$ cat src/rtl/stall_acc_pkg.sv
package stall_acc_pkg;

    // Accumulator bit where the high register field starts.
    localparam int HI_LSB = 5;
    // Accumulator bit range copied into the low holding field.
    localparam int SNAP_LSB = 1;
    localparam int SNAP_W   = HI_LSB - SNAP_LSB;

    typedef enum logic [1:0] {
        SEL_NONE = 2'd0,
        SEL_HIGH = 2'd1,
        SEL_LOW  = 2'd2
    } reg_sel_e;

endpackage

$ cat src/rtl/stall_acc_decode.sv
module stall_acc_decode
    import stall_acc_pkg::*;
#(
    parameter int                 ADDR_W  = 8,
    parameter logic [ADDR_W-1:0]  HI_ADDR = 8'h9A,
    parameter logic [ADDR_W-1:0]  LO_ADDR = 8'h9B
) (
    input  logic [ADDR_W-1:0] addr_i,
    input  logic              rd_i,
    input  logic              wr_i,
    output reg_sel_e          sel_o,
    output logic              rd_hi_o,
    output logic              wr_hi_o
);

    reg_sel_e sel_d;

    always_comb begin
        if (addr_i == HI_ADDR) begin
            sel_d = SEL_HIGH;
        end else if (addr_i == LO_ADDR) begin
            sel_d = SEL_LOW;
        end else begin
            sel_d = SEL_NONE;
        end
    end

    assign sel_o   = sel_d;
    assign rd_hi_o = rd_i && (sel_d == SEL_HIGH);
    assign wr_hi_o = wr_i && (sel_d == SEL_HIGH);

endmodule

$ cat src/rtl/stall_acc_counter.sv
module stall_acc_counter
    import stall_acc_pkg::*;
#(
    parameter int ACC_W = 12,
    localparam int HI_W = ACC_W - HI_LSB
) (
    input  logic             clk_i,
    input  logic             rst_ni,
    input  logic             stall_i,
    input  logic             load_i,
    input  logic [HI_W-1:0]  load_val_i,
    output logic [ACC_W-1:0] cnt_o,
    output logic             ovf_o
);

    typedef struct packed {
        logic [ACC_W-1:0] cnt;
        logic             ovf;
    } acc_state_t;

    acc_state_t acc_d, acc_q;

    always_comb begin
        acc_d = acc_q;
        if (load_i) begin
            acc_d.cnt = {load_val_i, {HI_LSB{1'b0}}};
            acc_d.ovf = 1'b0;
        end else if (stall_i) begin
            acc_d.cnt = acc_q.cnt + ACC_W'(1);
            if (&acc_q.cnt) begin
                acc_d.ovf = 1'b1;
            end
        end
    end

    always_ff @(posedge clk_i) begin
        if (!rst_ni) begin
            acc_q <= '0;
        end else begin
            acc_q <= acc_d;
        end
    end

    assign cnt_o = acc_q.cnt;
    assign ovf_o = acc_q.ovf;

endmodule

$ cat src/rtl/stall_acc_snapshot.sv
module stall_acc_snapshot
    import stall_acc_pkg::*;
#(
    parameter int ACC_W = 12
) (
    input  logic              clk_i,
    input  logic              rst_ni,
    input  logic              capture_i,
    input  logic [ACC_W-1:0]  cnt_i,
    output logic [SNAP_W-1:0] snap_o
);

    typedef struct packed {
        logic [SNAP_W-1:0] bits;
    } snap_state_t;

    snap_state_t snap_d, snap_q;

    always_comb begin
        snap_d = snap_q;
        if (capture_i) begin
            snap_d.bits = cnt_i[HI_LSB-1:SNAP_LSB];
        end
    end

    always_ff @(posedge clk_i) begin
        if (!rst_ni) begin
            snap_q <= '0;
        end else begin
            snap_q <= snap_d;
        end
    end

    assign snap_o = snap_q.bits;

endmodule

$ cat src/rtl/stall_acc_regs.sv
module stall_acc_regs
    import stall_acc_pkg::*;
#(
    parameter int                ACC_W   = 12,
    parameter int                ADDR_W  = 8,
    parameter int                DATA_W  = 8,
    parameter logic [ADDR_W-1:0] HI_ADDR = 8'h9A,
    parameter logic [ADDR_W-1:0] LO_ADDR = 8'h9B
) (
    input  logic              clk_i,
    input  logic              rst_ni,
    input  logic              stall_i,
    input  logic [ADDR_W-1:0] addr_i,
    input  logic              rd_i,
    input  logic              wr_i,
    input  logic [DATA_W-1:0] wdata_i,
    output logic [DATA_W-1:0] rdata_o
);

    localparam int HI_W = ACC_W - HI_LSB;

    reg_sel_e          sel;
    logic              rd_hi;
    logic              wr_hi;
    logic [ACC_W-1:0]  acc_cnt;
    logic              acc_ovf;
    logic [SNAP_W-1:0] snap_val;
    logic [DATA_W-1:0] rdata_d;
    logic              unused_wdata;

    assign unused_wdata = ^wdata_i[DATA_W-1:HI_W];

    stall_acc_decode #(
        .ADDR_W  (ADDR_W),
        .HI_ADDR (HI_ADDR),
        .LO_ADDR (LO_ADDR)
    ) u_decode (
        .addr_i  (addr_i),
        .rd_i    (rd_i),
        .wr_i    (wr_i),
        .sel_o   (sel),
        .rd_hi_o (rd_hi),
        .wr_hi_o (wr_hi)
    );

    stall_acc_counter #(
        .ACC_W (ACC_W)
    ) u_counter (
        .clk_i      (clk_i),
        .rst_ni     (rst_ni),
        .stall_i    (stall_i),
        .load_i     (wr_hi),
        .load_val_i (wdata_i[HI_W-1:0]),
        .cnt_o      (acc_cnt),
        .ovf_o      (acc_ovf)
    );

    stall_acc_snapshot #(
        .ACC_W (ACC_W)
    ) u_snapshot (
        .clk_i     (clk_i),
        .rst_ni    (rst_ni),
        .capture_i (rd_hi),
        .cnt_i     (acc_cnt),
        .snap_o    (snap_val)
    );

    always_comb begin
        unique case (sel)
            SEL_HIGH: rdata_d = DATA_W'({acc_ovf, acc_cnt[ACC_W-1:HI_LSB]});
            SEL_LOW:  rdata_d = DATA_W'(snap_val);
            default:  rdata_d = '0;
        endcase
    end

    assign rdata_o = rdata_d;

endmodule

$ cat config.mk
export PLATFORM = sky130hd
export DESIGN_NAME = stall_acc_regs
export DESIGN_NICKNAME = d
export VERILOG_FILES = /design/src/rtl/stall_acc_pkg.sv /design/src/rtl/stall_acc_decode.sv /design/src/rtl/stall_acc_counter.sv /design/src/rtl/stall_acc_snapshot.sv /design/src/rtl/stall_acc_regs.sv
export SDC_FILE = /design/constraint.sdc
export NUM_CORES = 1
export LEC_CHECK = 0
export BUFFER_PORTS_ARGS = -buffer_cell sky130_fd_sc_hd__buf_2
export CORE_MARGIN = 3
export CORE_UTILIZATION = 44
export DETAILED_ROUTE_END_ITERATION = 8
export MAX_ROUTING_LAYER = met4
export PLACE_DENSITY = 0.73
export SYNTH_ARGS = -nofsm -noshare
export SYNTH_HDL_FRONTEND = slang
export SYNTH_SLANG_ARGS = --single-unit
$ cat constraint.sdc
create_clock -name clk_i -period 1.2 [get_ports clk_i]
set_clock_uncertainty 0.05 [all_clocks]
set_input_delay 0.06 -clock clk_i [delete_from_list [all_inputs] [get_ports clk_i]]
set_output_delay 0.06 -clock clk_i [all_outputs]
set_load 0.1 [all_outputs]
== Word level (Yosys, flattened, before mapping) ==
Index checks and enable logic that the tools add are counted.
Storage, ports and cells
  flip-flop bits (word level): 17
  output and inout port bits: 8
Operators by class
  add/subtract/negate cells: 1
  eq/ne operators: 4
  multiplexer cells: 6
  bitwise operators: 1
  reductions and logical operators: 6
Operators with widths (number)
  13-bit 2-to-1 mux: 2
  8-bit equality test, second input constant: 2
  8-bit case mux with 2 select lines: 1
  13-bit AND reduction: 1
  12-bit by 1-bit adder with 12-bit output, second input constant: 1
  12-bit AND reduction: 1
  2-bit 2-to-1 mux: 2
  2-bit by 1-bit equality test with 1-bit output, second input constant: 1
  2-bit equality test, second input constant: 1
  1-bit logical AND: 2
  2-bit nonzero test: 1
  2-bit OR reduction: 1
  1-bit 2-to-1 mux: 1
  1-bit inverter: 1

== Logic depth before layout (Yosys ltp) ==
  word-level depth: 6
  mapped depth: 6
  gate-level depth less buffers: 5

== Cells and area by module ==
A second synthesis with hierarchy kept.
Unflattened totals
  cell total of the unflattened synthesis: 117
  area total of the unflattened synthesis: 1001.0 um^2
Modules (own cells, without submodules)
  stall_acc_counter: instances 1, cells an instance 79, area an instance 680.7 um^2, sequential area each 260.2 um^2
  stall_acc_snapshot: instances 1, cells an instance 13, area an instance 156.4 um^2, sequential area each 80.1 um^2
  stall_acc_regs: instances 1, cells an instance 16, area an instance 107.6 um^2, sequential area each 0.0 um^2
  stall_acc_decode: instances 1, cells an instance 9, area an instance 56.3 um^2, sequential area each 0.0 um^2

== Worst setup path before layout ==
No wires, ideal clock.
  kind: input -> output
  from: in addr_i[6]
  to: out rdata_o[4]
  arrival: 2635 ps
  data required time: 1090 ps
  slack: -1545 ps
  stages on the path: 3
  path buffers: 0
  path through: and4bb_2 nand4b_1 nor3_1
Between the ends
  cells in the longest elaborated chain, start to end: 5
  elaborated cells between the ends (all ways): 7
  those cells by class: eq/ne: 4; mux: 3
Ends and longest elaborated chain
  start, declared: RTL line stall_acc_regs.sv:13  | input logic [ADDR_W-1:0] addr_i,
  8-bit equality test: RTL line stall_acc_decode.sv:21  | end else if (addr_i == LO_ADDR) begin
  2-bit 2-to-1 mux: RTL line stall_acc_decode.sv:21
  2-bit 2-to-1 mux (*): RTL line stall_acc_decode.sv:19  | if (addr_i == HI_ADDR) begin
  2-bit equality test or 2-bit by 1-bit equality test with 1-bit output (tied branches): RTL line stall_acc_regs.sv:69  | unique case (sel)
  8-bit case mux with 2 select lines (*): RTL line stall_acc_regs.sv:69
  end, declared: RTL line stall_acc_regs.sv:17  | output logic [DATA_W-1:0] rdata_o
Mark *: on every way between the ends. The rest lies on a longest branch, timed or not.

== Worst setup path after layout ==
  from: reg u_counter.acc_q (netlist bit u_counter.cnt_o[2])
  to: reg u_counter.acc_q (netlist bit u_counter.cnt_o[11])
Between the ends
  cells in the longest elaborated chain, start to end: 3
Ends and longest elaborated chain
  start, declared: RTL line stall_acc_counter.sv:21  | acc_state_t acc_d, acc_q;
  start signal, assigned: RTL line stall_acc_counter.sv:38  | acc_q <= '0;
  start signal, assigned: RTL line stall_acc_counter.sv:40  | acc_q <= acc_d;
  12-bit by 1-bit adder with 12-bit output: RTL line stall_acc_counter.sv:29  | acc_d.cnt = acc_q.cnt + ACC_W'(1);
  13-bit 2-to-1 mux: RTL line stall_acc_counter.sv:28  | end else if (stall_i) begin
  13-bit 2-to-1 mux: RTL line stall_acc_counter.sv:25  | if (load_i) begin
No other way between the ends. The select of a mux whose other input is x is not followed.
A chain may end at the register's enable or synchronous reset.

==> results list <==
* Highest metal layer with signal wires: met4
- The worst path uses 113.1% of the clock period.
* Number of warning messages in the yosys log: 0
- The routed layout has 1025 vias.
- The floorplan step defined a die boundary enclosing 2639 µm².
- Summing the areas of all fa, ha and maj instances in the mapped netlist gives 1.381% of the synthesized area.
- First-pass GRT wire length: 4.747 mm
* Combined flip-flop and latch cell area: 359.1 µm²
* Number of antenna violations at the first check in global routing: 0
* Post-layout minimum cycle time: 1.357 ns
- Fillcell total: 104
- Buffers inserted during clock tree synthesis total 3.
- The worst setup path is launched from a register.
* WP buf/inv: 0
- The run finished, with violations left.
* Leak Pwr: 0.6661 nW
- Power density cells: 663.3 nW/µm²
- In this run the number of H-tree levels came out at 1.
- Number of I/O pins: 29
* HPWL after detailed placement: 1.912 mm
- Max Fclk: 0.7368 GHz
* Pin count of the biggest net entering global routing: 15
* Mean instance size in the synthesized netlist: 8.969 µm²
* Slew at the pin closest to its max-slew limit: 0.2834 ns
- Setup repair after global routing could not meet its margin everywhere.
- The finished cells cover 1572 µm².
- The number of global-route vias before repair was 1028.
- Routed metal-1 wire length: 1.186 mm
- For this run, the slowest stage of the critical path takes 0.39 ns.
- For this run the aggregate overflow at the end of global routing stands at 0.
- In the final layout, the share of cells above drive strength 1 is 58.33%.
- Setup violations remaining at the end of the flow were counted as 13.
* Library cell contributing the largest single delay on the critical path: sky130_fd_sc_hd__dfxtp_2
- VDD sags by at most 688.5 µV.
- Initial cell density of the core: 49.25%
* Sequential-to-total area share from yosys stat: 37.57%
- Proportion of synthesized area in mux cells: 9.945%
- Power comes to 0.001042 W.
- Dividing the detail-routed wire length by the instance count gives 17.70 µm.
- For this run, asynchronously set or reset flops after synthesis account for 0%.
* Final critical-path setup slack: -0.1572 ns
- Violations in the final reports: negative setup slack
- By area, the combinational part of the netlist is dominated by simple AND/OR/NAND/NOR gates.
* First DRT Iteration DRCs: 29
- Post-detailed-route count of antenna-violating nets: 0
- Yosys instantiated no cell more often than sky130_fd_sc_hd__dfxtp_1.
* Vias per cell: 5.663
- Flop and latch count out of synthesis: 17
* Endpoint class of the critical path: register
- Post-synth cell types: 25
- Top fanout value on the critical path: 6
- In this run the tightest slew margin relative to its limit is 81.05%.
- The kind of cell with the highest combined delay along the critical path is simple AND/OR/NAND/NOR gates.
* Final max-slew violation count: 0
* Dominant synthesized flop cell: sky130_fd_sc_hd__dfxtp_1
- The path class of the tightest hold or removal check is in -> reg.
- Clock latency on the worst-skew pair, taken at its later pin, is 0.29 ns.
* Number of flops mapped to enable cells by yosys: 0
* Simple-gate share of the synthesized area: 29.28%
- Nets@finish: 179
- The clock passes through at most 2 buffers.
* WL met2: 1.722 mm
- From left edge to right edge, the die measures 51.38 µm.
- Summed over all instances, the cell type with the most area after synthesis is sky130_fd_sc_hd__dfxtp_1.
- Cell types with the largest area share after synthesis: sky130_fd_sc_hd__dfxtp_1 38%, sky130_fd_sc_hd__mux2i_1 9.9%, sky130_fd_sc_hd__xnor2_1 7.7%, sky130_fd_sc_hd__nor2_1 5.0%, sky130_fd_sc_hd__a21oi_1 4.4%
- Wire segments on met3 add up to 212 µm in the final route.
- In this run the cell area of the synthesized design comes to 905.9 µm².
- Top-area cell type share of the netlist area: 37.57%
- Traced cell by cell, the critical path runs through nand4_4 -> nor4_4 -> xnor2_1 -> a21oi_1.
* Number of DRC violations after detailed routing: 0
- TritonCTS built the clock tree.
- TritonRoute pass-1 iters: 4
* Clock net sink count: 17
- The count of buffers added on input and output ports is 27.
- Count of mapped cells out of synthesis: 101
* Multi-input combinational cell area: 638.1 µm²
* CP Class: reg -> reg
* Post-synthesis share of cell area spent on xor and xnor gates: 10.64%
- Chip height: 51.38 µm
- Antenna Diode Count: 0
- Placer Congestion: 0.8214
- Post-synthesis net count: 123
- The tree is rooted in a sky130_fd_sc_hd__clkbuf_4.
- Total routing usage reported by global routing: 25.05%
* Max_cap viols: 0
- Final hold viol count: 0
- Post-place instance area: 1335 µm²
- Post-Route Setup TNS: -0.9897 ns
- Summing the areas of all compound-gate instances in the mapped netlist gives 8.287% of the synthesized area.
* Endpoint arrival time on the critical path: 1.49 ns
- Area growth from synthesis to final layout: 73.48%
- Core area: 1839 µm²
- After clock tree synthesis, the clock-pin slew on the worst setup and hold paths is 0.10 ns.
- The commonest cells after synthesis are 17 x sky130_fd_sc_hd__dfxtp_1, 12 x sky130_fd_sc_hd__nor2_1, 9 x sky130_fd_sc_hd__mux2i_1, 8 x sky130_fd_sc_hd__a21oi_1, 8 x sky130_fd_sc_hd__xnor2_1.
- For the worst setup path, the data required time is 1.33 ns.
- Row cnt: 15
- Summed over all layers, the routed wires come to 3.203 mm.
[power by group]
part | total (W) | internal (W) | switching, W
combinational | 0.000147 | 0.0000822 | 0.0000649
sequential | 0.000580 | 0.000570 | 0.00000998
clock | 0.000315 | 0.000130 | 0.000185
total | 0.00104 | 0.000782 | 0.000260
[layout make-up]
cell class / count / area share [%]
Multi-Input combinational cell: 78 / 40.61
Timing Repair Buffer: 55 / 32.40
Clock buffer: 4 / 1.672
Sequential cell: 17 / 22.85
Inverter: 2 / 0.4777
Tap cell: 25 / 1.990
[stage by stage]
stage	hold slack (ns)	worst slack (ns)	std cells	util, %
after floorplan	0.1382	-0.4863	101	-
after global placement	0.2718	-0.007743	166	72.59
after detailed placement	0.2926	-0.07614	166	72.59
after CTS	0.008701	-0.1161	179	81.77
after global routing	0.01310	-0.2441	181	85.44
final	0.0003705	-0.1572	181	85.44
[routing by layer]
layer / up-vias / global-route usage, %
met2: 48 / 46.19
met3: 15 / 6.706
met5: - / -
li1: 472 / -
met1: 490 / 24.78
met4: 0 / 9.607
[cell families (layout without fill, tap and decap cells)]
group / after synthesis / after routing
mux: 9 / 9
simple gates: 42 / 42
xor+xnor: 11 / 11
buf+inv: 6 / 61
flops: 17 / 17
fa+ha+maj: 1 / 1
compound gates: 15 / 15
[state kept, by name, indices dropped and copies added, names as in the netlist]
signal and flops:
u_counter.ovf_o 1, u_counter.cnt_o 12, u_snapshot.snap_o 4
[cell usage in the layout (no fill, tap or decap), types with 4 or more instances in the layout]
cell / instances
sky130_fd_sc_hd__buf_2: 19
sky130_fd_sc_hd__nor2_2: 5
sky130_fd_sc_hd__nand2_1: 5
sky130_fd_sc_hd__dlygate4sd3_1: 4
sky130_fd_sc_hd__a21oi_1: 8
sky130_fd_sc_hd__nor2_1: 7
sky130_fd_sc_hd__nor2b_1: 4
sky130_fd_sc_hd__dfxtp_1: 6
sky130_fd_sc_hd__mux2i_2: 4
sky130_fd_sc_hd__buf_12: 8
sky130_fd_sc_hd__o21ai_0: 4
sky130_fd_sc_hd__mux2i_1: 5
sky130_fd_sc_hd__buf_6: 9
sky130_fd_sc_hd__dfxtp_2: 9
sky130_fd_sc_hd__xnor2_1: 8
sky130_fd_sc_hd__buf_4: 15
[final timing paths]
path | start | to | slack [ns] | cells after the start
max | u_counter.cnt_o[2] | u_counter.cnt_o[11] | -0.16 | 4
min | wdata_i[3] | u_counter.cnt_o[8] | 0.0004 | 3
max reg2reg | u_counter.cnt_o[2] | u_counter.cnt_o[11] | -0.16 | 4
min reg2reg | u_snapshot.snap_o[0] | u_snapshot.snap_o[0] | 0.51 | 2
[timing repair]
item                                    CTS  global route
hold endpoints to repair                  4             0
hold buffers                              4             0
endpoints found under the setup margin   12            17
pin swaps                                13             7
resized for setup                        21            13
buffers inserted                          5             2
[worst reg2reg max path, stage by stage (launching register included)]
cell,delay [ns]
sky130_fd_sc_hd__dfxtp_2,0.39
sky130_fd_sc_hd__nand4_4,0.21
sky130_fd_sc_hd__nor4_4,0.34
sky130_fd_sc_hd__xnor2_1,0.16
sky130_fd_sc_hd__a21oi_1,0.10
(Power assumes the default switching activity.)
